[src/rtl/pwr_mode_pkg.sv]
package pwr_mode_pkg;

  typedef enum logic [1:0] {
    MODE_FULL   = 2'b00,
    MODE_ACTIVE = 2'b01,
    MODE_SLEEP  = 2'b10,
    MODE_DEEP   = 2'b11
  } mode_e;

  localparam logic [1:0] REQ_SLEEP = 2'b01;
  localparam logic [1:0] REQ_DEEP  = 2'b10;

  // strobes from control to datapath
  typedef struct packed {
    logic cfgLoad;
    logic pllRun;
  } dpStrobe_t;

  // status from datapath to control
  typedef struct packed {
    logic storedBypass;
    logic rtcWake;
  } dpStatus_t;

endpackage

[src/rtl/pwr_mode_dp.sv]
module pwr_mode_dp
  import pwr_mode_pkg::*;
#(
  parameter int MULT_W = 6,
  parameter logic [MULT_W-1:0] MULT_RST = 10,
  parameter int LOCK_W = 8,
  parameter int LOCK_RELOAD = 12,
  parameter int SYNC_STAGES = 2
) (
  input  logic              clk,
  input  logic              rstN,
  input  dpStrobe_t         strobe,
  input  logic              cfgBypass,
  input  logic [MULT_W-1:0] cfgMult,
  input  logic              rtcWakeAsync,
  output dpStatus_t         status,
  output logic [MULT_W-1:0] multEff,
  output logic              lockDone
);

  localparam logic [LOCK_W-1:0] RELOAD_V = LOCK_W'(LOCK_RELOAD);
  localparam logic [LOCK_W-1:0] ONE_V    = LOCK_W'(1);

  logic [SYNC_STAGES-1:0] syncChain;
  logic                   storedBypass;
  logic [MULT_W-1:0]      pendMult;
  logic [LOCK_W-1:0]      lockCnt;
  logic                   multChange;

  // synchronizer for the always-on RTC wakeup
  always_ff @(posedge clk or negedge rstN) begin
    if (!rstN) syncChain <= '0;
    else       syncChain <= {syncChain[SYNC_STAGES-2:0], rtcWakeAsync};
  end

  assign status.rtcWake      = syncChain[SYNC_STAGES-1];
  assign status.storedBypass = storedBypass;

  assign multChange = strobe.cfgLoad && (cfgMult != pendMult);

  always_ff @(posedge clk or negedge rstN) begin
    if (!rstN) storedBypass <= 1'b0;
    else if (strobe.cfgLoad) storedBypass <= cfgBypass;
  end

  always_ff @(posedge clk or negedge rstN) begin
    if (!rstN) begin
      pendMult <= MULT_RST;
      multEff  <= MULT_RST;
      lockCnt  <= '0;
    end else if (multChange) begin
      pendMult <= cfgMult;
      lockCnt  <= RELOAD_V;
    end else if (strobe.pllRun && lockCnt != '0) begin
      lockCnt <= lockCnt - ONE_V;
      if (lockCnt == ONE_V) multEff <= pendMult;
    end
  end

  assign lockDone = (lockCnt == '0);


  mult_on_lock_chk: assert property (@(posedge clk) disable iff (!rstN)
    !$stable(multEff) |-> $rose(lockDone));


  lock_frozen_chk: assert property (@(posedge clk) disable iff (!rstN)
    (!strobe.pllRun && !strobe.cfgLoad) |=> $stable(lockCnt));


  sync_delay_chk: assert property (@(posedge clk) disable iff (!rstN)
    $rose(status.rtcWake) |-> $past(syncChain[0]));

  initial begin
    if (SYNC_STAGES < 2) $error("SYNC_STAGES must be at least 2");
    if (LOCK_RELOAD < 1 || LOCK_RELOAD >= (1 << LOCK_W))
      $error("LOCK_RELOAD out of range");
  end

endmodule

[src/rtl/pwr_mode_fsm.sv]
module pwr_mode_fsm
  import pwr_mode_pkg::*;
(
  input  logic      clk,
  input  logic      rstN,
  input  logic      cfgWrEn,
  input  logic      cfgBypass,
  input  logic [1:0] cfgModeReq,
  input  logic      irq,
  input  dpStatus_t status,
  output dpStrobe_t strobe,
  output logic      coreClkEn,
  output logic      sysClkEn,
  output logic      pllEn,
  output logic      pllBypass,
  output logic      dmaPermit,
  output logic [1:0] modeState
);

  mode_e modeQ, modeD, wakeTarget;

  assign wakeTarget = status.storedBypass ? MODE_ACTIVE : MODE_FULL;

  always_comb begin
    modeD = modeQ;
    unique case (modeQ)
      MODE_FULL, MODE_ACTIVE: begin
        if (cfgWrEn) begin
          if (cfgModeReq == REQ_SLEEP)     modeD = MODE_SLEEP;
          else if (cfgModeReq == REQ_DEEP) modeD = MODE_DEEP;
          else modeD = cfgBypass ? MODE_ACTIVE : MODE_FULL;
        end
      end
      MODE_SLEEP: if (irq || status.rtcWake) modeD = wakeTarget;
      MODE_DEEP:  if (status.rtcWake) modeD = MODE_FULL;
      default:    modeD = MODE_FULL;
    endcase
  end

  always_ff @(posedge clk or negedge rstN) begin
    if (!rstN) modeQ <= MODE_FULL;
    else       modeQ <= modeD;
  end

  assign strobe.cfgLoad = cfgWrEn;
  assign strobe.pllRun  = (modeQ != MODE_DEEP);

  always_comb begin
    coreClkEn = 1'b0;
    sysClkEn  = 1'b0;
    pllEn     = 1'b0;
    dmaPermit = 1'b0;
    pllBypass = status.storedBypass;
    unique case (modeQ)
      MODE_FULL: begin
        coreClkEn = 1'b1; sysClkEn = 1'b1; pllEn = 1'b1; dmaPermit = 1'b1;
        pllBypass = 1'b0;
      end
      MODE_ACTIVE: begin
        coreClkEn = 1'b1; sysClkEn = 1'b1; pllEn = 1'b1; dmaPermit = 1'b1;
        pllBypass = 1'b1;
      end
      MODE_SLEEP: begin
        sysClkEn = 1'b1; pllEn = 1'b1;
      end
      default: ;
    endcase
  end

  assign modeState = modeQ;


  deep_exit_full_chk: assert property (@(posedge clk) disable iff (!rstN)
    (modeQ == MODE_DEEP) |=> (modeQ == MODE_DEEP || modeQ == MODE_FULL));


  deep_irq_ignored_chk: assert property (@(posedge clk) disable iff (!rstN)
    (modeQ == MODE_DEEP && !status.rtcWake) |=> (modeQ == MODE_DEEP));


  sleep_no_deep_chk: assert property (@(posedge clk) disable iff (!rstN)
    (modeQ == MODE_SLEEP) |=> (modeQ != MODE_DEEP));


  sleep_hold_chk: assert property (@(posedge clk) disable iff (!rstN)
    (modeQ == MODE_SLEEP && !irq && !status.rtcWake) |=> (modeQ == MODE_SLEEP));

endmodule

[src/rtl/pwr_mode_ctrl.sv]
module pwr_mode_ctrl
  import pwr_mode_pkg::*;
#(
  parameter int MULT_W = 6,
  parameter logic [MULT_W-1:0] MULT_RST = 10,
  parameter int LOCK_W = 8,
  parameter int LOCK_RELOAD = 12
) (
  input  logic              clk,
  input  logic              rstN,
  input  logic              cfgWrEn,
  input  logic              cfgBypass,
  input  logic [MULT_W-1:0] cfgMult,
  input  logic [1:0]        cfgModeReq,
  input  logic              irq,
  input  logic              rtcWakeAsync,
  output logic              coreClkEn,
  output logic              sysClkEn,
  output logic              pllEn,
  output logic              pllBypass,
  output logic              dmaPermit,
  output logic [MULT_W-1:0] multEff,
  output logic              lockDone,
  output logic [1:0]        modeState
);

  dpStrobe_t strobe;
  dpStatus_t status;

  pwr_mode_fsm u_fsm (
    .clk(clk), .rstN(rstN), .cfgWrEn(cfgWrEn), .cfgBypass(cfgBypass),
    .cfgModeReq(cfgModeReq), .irq(irq), .status(status), .strobe(strobe),
    .coreClkEn(coreClkEn), .sysClkEn(sysClkEn), .pllEn(pllEn),
    .pllBypass(pllBypass), .dmaPermit(dmaPermit), .modeState(modeState)
  );

  pwr_mode_dp #(
    .MULT_W(MULT_W), .MULT_RST(MULT_RST), .LOCK_W(LOCK_W),
    .LOCK_RELOAD(LOCK_RELOAD), .SYNC_STAGES(2)
  ) u_dp (
    .clk(clk), .rstN(rstN), .strobe(strobe), .cfgBypass(cfgBypass),
    .cfgMult(cfgMult), .rtcWakeAsync(rtcWakeAsync), .status(status),
    .multEff(multEff), .lockDone(lockDone)
  );


  core_needs_sys_chk: assert property (@(posedge clk) disable iff (!rstN)
    coreClkEn |-> sysClkEn);


  dma_follows_core_chk: assert property (@(posedge clk) disable iff (!rstN)
    dmaPermit == coreClkEn);

endmodule

[config.mk]
export PLATFORM = sky130hd
export DESIGN_NAME = pwr_mode_ctrl
export DESIGN_NICKNAME = d
export VERILOG_FILES = /design/src/rtl/pwr_mode_pkg.sv /design/src/rtl/pwr_mode_dp.sv /design/src/rtl/pwr_mode_fsm.sv /design/src/rtl/pwr_mode_ctrl.sv
export SDC_FILE = /design/constraint.sdc
export NUM_CORES = 1
export LEC_CHECK = 0
export ABC_CLOCK_PERIOD_IN_PS = 2700
export BUFFER_PORTS_ARGS = -buffer_cell sky130_fd_sc_hd__clkbuf_2
export CAP_MARGIN = 10
export CORE_UTILIZATION = 50
export CTS_CLUSTER_SIZE = 25
export DETAILED_ROUTE_END_ITERATION = 8
export PLACE_DENSITY = 0.76
export REMOVE_ABC_BUFFERS = 1
export SYNTH_ARGS = -nofsm -noshare
export SYNTH_HDL_FRONTEND = slang
export SYNTH_SLANG_ARGS = --single-unit
[constraint.sdc]
create_clock -name clk -period 2.7 [get_ports clk]
set_input_delay 0.54 -clock clk [delete_from_list [all_inputs] [get_ports clk]]
set_output_delay 0.54 -clock clk [all_outputs]
set_load 0.02 [all_outputs]
# [Word-level counts from Yosys, hierarchy flattened]
# Index checks and enable logic that the tools add are counted.
[word_totals] regBits=25 input_bits=14 wordCells=43
[classes] n_addsub=1 eq_ne=11 mux=13 bitwise=1 n_reduce_logical=11
[ops] op="2-to-1 mux 8 bit" n=2
[ops] op="2-to-1 mux 2 bit" n=5
[ops] op="== test 8 x 1 -> 1 bit, second input constant" n=1
[ops] op="zero test 8 bit" n=1
[ops] op="nonzero test 8 bit" n=1
[ops] op="subtractor 8 x 1 -> 8 bit, second input constant" n=1
[ops] op="== test 2 bit, second input constant" n=3
[ops] op="!= test 2 x 1 -> 1 bit, second input constant" n=3
[ops] op="!= test 6 bit" n=1
[ops] op="one-hot mux 2 bit (3 select lines)" n=1
[ops] op="AND reduction 3 bit" n=2
[ops] op="== test 2 x 1 -> 1 bit, second input constant" n=2
[ops] op="2-to-1 mux 1 bit" n=4
[ops] op="OR reduction 3 bit" n=1
[ops] op="logical AND 1 bit" n=2
[ops] op="zero test 2 bit" n=1
[ops] op="!= test 2 bit, second input constant" n=1
[ops] op="one-hot mux 1 bit (2 select lines)" n=1
[ops] op="nonzero test 2 bit" n=1
[ops] op="OR reduction 2 bit" n=1
[ops] op="logical OR 1 bit" n=1
[ops] op="inverter 1 bit" n=1

# [Logic depth before layout (Yosys ltp)]
[logic_depth] ltp_word=5 ltp_mapped=8 depth_no_buf=7

# [Modules after synthesis]
# Synthesis repeated with hierarchy kept, for this count alone.
[hier_totals] hier_cells=112 hier_area_um2=1282.5
[modules_own_cells] module="pwr_mode_dp" instances=1 cells_each=87 area_each_um2=1093.5 seq_area_each_um2=580.6
[modules_own_cells] module="pwr_mode_fsm" instances=1 cells_each=25 area_each_um2=188.9 seq_area_each_um2=50.0

# [Worst setup path after synthesis]
# OpenSTA, ideal clock, no wires.
[synth_path] path_kind="register to register" start="register u_dp.lockCnt[5]" end="register u_dp.lockCnt[6]" setup_time_ns=0.133 t_arrival_ns=2.039 slack_ns=0.527 path_stages_with_launch=6 path_buffers=0 synth_period_minus_slack_ns=2.173 cell_sequence="dfrtp_1 > or4_4 > nor4_1 > or3_2 > xor2_1 > nor2_1"
[synth_between] elab_chain_len=3 word_cells_on_any_way=6
[synth_rtl] item="start: declaration" line_no="pwr_mode_dp.sv:27" text="logic [LOCK_W-1:0] lockCnt;"
[synth_rtl] item="start signal: assignment" line_no="pwr_mode_dp.sv:55" text="lockCnt <= lockCnt - ONE_V;"
[synth_rtl] item="subtractor 8 x 1 -> 8 bit or nonzero test 8 bit (tied branches)" line_no="pwr_mode_dp.sv:55, pwr_mode_dp.sv:54"
[synth_rtl] item="2-to-1 mux 8 bit or logical AND 1 bit (tied branches)" line_no="pwr_mode_dp.sv:54" text="end else if (strobe.pllRun && lockCnt != '0) begin"
[synth_rtl] item="2-to-1 mux 8 bit or nonzero test 2 bit (tied branches)"
# Several ways; a longest one is shown, not always the timed one. The select of a mux whose other input is x is not followed.
# A chain may end at the register's enable or synchronous reset.

# [Worst setup path in the final report]
[layout_path] start="register u_dp.lockCnt[5]" end="output port lockDone"
[layout_between] elab_chain_len=1
[layout_rtl] item="zero test 8 bit" line_no="pwr_mode_dp.sv:60" text="assign lockDone = (lockCnt == '0);"
[layout_rtl] item="end: declaration" line_no="pwr_mode_ctrl.sv:23" text="output logic lockDone,"
# Every way passes these cells.

==> out/results.ini <==
[outcome]
run_status = finished clean

[floorplan]
fp.dieArea_um2 = 2714
ios = 28
rows = 17
die_w_um = 52.10
core_area_um2 = 2297
die_h_um = 52.10
start_util = 0.5463

[logic_synthesis]
yosysUniqueCellTypes = 32
ys_seq_elements = 25
syn_area_per_cell_um2 = 11.41
seq_area_frac_synth = 0.5025
yosysWarnings = 0
synth_cells = 110
syn_area_um2 = 1255

[routing]
ant_nets = 0
wl_per_cell_um = 12.73
vias = 847
drtIter0Drc = 13
wirelength_um = 2087
drt_pass1_iterations = 4
vias_per_cell = 5.165
drc = 0

[placed_design]
dp_hpwl_um = 1624
gp_congestion = 0.7821
portBuffers = 27

[setup_path]
max_stage_delay_ns = 0.57
cp_max_fo = 4
worst_ep_required_time_ns = 2.16
cp_cell_sequence = or4_4, nor4_1, clkbuf_2
crit_path_start_kind = flop
critPathSlowestCell = or4_4
cp-end-kind = output port
critical_path_class = flop to output port
crit_arrival_ns = 1.76

[cts]
htree_levels = 1
cts_resized = 0
clk_latency_ns = 0.31
cts_root_buf = clkbuf_4
postCtsSetupBuffers = 0
path_clk_slew_ns = 0.13
cts_tree = done
cts_num_sinks = 25
numCtsBuffers = 3
cts_buffer_depth = 2
hold_buffers = 0

[timing]
max_freq_mhz = 434.3
rsz0062_at_grt = no
maxSlewViolCount = 0
relSlewSlack = 0.6004
setup_violations = 0
worst_slew_pin_slew_ns = 0.5993
finalCritPeriodShare = 0.8527
finalCriticalPeriod_ns = 2.302
hold_viol_final = 0
tns_ns = 0
skew_ns = 0.01126

[final_layout]
layout_commonest_cell = clkbuf_2
area.growth.synth_to_final_pct = 12.96
nNetsFinal = 156
final_util = 0.6171
layout-drive-gt1-share = 0.3750
antenna_cells = 0
final_cell_mix = 27 x clkbuf_2, 21 x dfrtp_1, 12 x mux2_2

[global_routing]
grt_usage = 0.1805
grt_pass1_vias = 855
grt_pass1_wl_um = 3588
grt_max_degree = 26
antenna_found_initial = 0
grt_overflow = 0

[flow_run]
drv_cap = 0

[power]
powerDensity_nw_per_um2 = 667.0
leakagePower_nw = 0.6928
ir_worst_vdd_mv = 0.3751

[hold_path]
hold_path_class = input port to async pin

## sequential cells by signal (all words and copies together) (netlist names)
register           flops
u_dp.multEff           6
u_dp.lockCnt           8
u_dp.syncChain         2
u_dp.pendMult          6
u_dp.storedBypass      1
u_fsm.modeState        2
## synthesized netlist by cell type
cell type | instances | area share
a211oi_1 | 1 | 0.0060
a21oi_1 | 3 | 0.012
and3_1 | 1 | 0.0050
buf_2 | 1 | 0.0040
buf_4 | 2 | 0.012
buf_6 | 1 | 0.0090
clkbuf_1 | 1 | 0.0030
dfrtp_1 | 21 | 0.42
dfstp_2 | 4 | 0.084
ha_1 | 5 | 0.050
inv_1 | 7 | 0.021
mux2_1 | 1 | 0.0090
mux2_2 | 12 | 0.11
mux2i_1 | 2 | 0.016
nand2_1 | 9 | 0.027
nand2b_1 | 1 | 0.0050
nand3_1 | 2 | 0.0080
nand3b_1 | 1 | 0.0060
nand4_1 | 1 | 0.0050
nand4b_1 | 1 | 0.0070
nor2_1 | 10 | 0.030
nor2_4 | 1 | 0.0090
nor3b_2 | 1 | 0.010
nor4_1 | 1 | 0.0050
o21ai_0 | 3 | 0.012
o21bai_1 | 2 | 0.012
o31a_1 | 1 | 0.0070
o41a_1 | 1 | 0.0090
or3_2 | 1 | 0.0060
or4_4 | 1 | 0.0090
xnor2_1 | 5 | 0.035
xor2_1 | 6 | 0.042
## logic make-up (layout without fill, tap and decap cells)
group                    after synthesis  after routing  share of synthesized area
AND/OR/NAND/NOR                       31             31                     0.1316
buffers and inverters                 12             38                    0.04885
flip-flops                            25             25                     0.5025
multiplexers                          15             15                     0.1326
AO/OA/AOI/OAI                         11             11                    0.05782
XOR/XNOR                              11             11                    0.07677
adder cells (fa/ha/maj)                5              5                    0.04985
## per-stage QoR
stage / power [mW] / worst slack [ns] / cells / cell area [µm²] / hold slack [ns]
2_1_floorplan: 0.6949 / 0.5293 / 105 / 1220 / 0.2444
4_1_cts: 0.9590 / 0.3791 / 164 / 1418 / 0.2113
3_3_place_gp: 0.7856 / 0.7042 / 160 / 1390 / 0.3336
3_5_place_dp: 0.7977 / 0.6702 / 160 / 1390 / 0.3433
5_1_grt: 1.004 / 0.2423 / 164 / 1418 / 0.2482
6_report: 0.9455 / 0.3977 / 164 / 1418 / 0.2073
## report_power, final
| group | internal (mW) | total [mW] | leakage, nW | switching [mW] |
|---|---|---|---|---|
| sequential | 0.435 | 0.486 | 0.304 | 0.0505 |
| combinational | 0.124 | 0.303 | 0.372 | 0.179 |
| clock | 0.0552 | 0.157 | 0.0177 | 0.102 |
## routing by layer
metal	global-route usage	up-vias	share of wire
met5	0	-	0
met4	0.06757	0	0.0067
met3	0.02339	2	0.036
met2	0.3056	16	0.47
met1	0.2334	406	0.49
li1	-	423	-
## critical path, delay by kind of cell, from the launching register on
kind | cells | cell delay [ns]
flops | 1 | 0.42
simple gates | 2 | 0.81
buf+inv | 1 | 0.23
## final timing paths
kind	slack [ns]	end	startpoint	cells past startpoint
max	0.40	lockDone	u_dp.lockCnt[5]$_DFFE_PN0P_	3
min reg2reg	0.37	u_dp.syncChain[1]$_DFF_PN0_	u_dp.syncChain[0]$_DFF_PN0_	0
min	0.21	u_fsm.modeState[1]$_DFFE_PN0P_	rstN	1
max in group asynchronous	2.09	u_dp.multEff[5]$_DFFE_PN0P_	rstN	1
max reg2reg	0.66	u_dp.multEff[5]$_DFFE_PN0P_	u_dp.lockCnt[5]$_DFFE_PN0P_	5
min in group clk	0.33	u_dp.syncChain[0]$_DFF_PN0_	rtcWakeAsync	1
## final cells by class
cell class / count / area, µm²
Sequential cell: 25 / 630.6
Timing Repair Buffer: 27 / 135.1
Clock inverter: 1 / 5.005
Inverter: 7 / 26.28
Multi-Input combinational cell: 73 / 563.0
Fill cell: 207 / 879.6
Tap cell: 28 / 35.03
Clock buffer: 3 / 22.52
No activity file was read; power rests on OpenSTA's default activity.
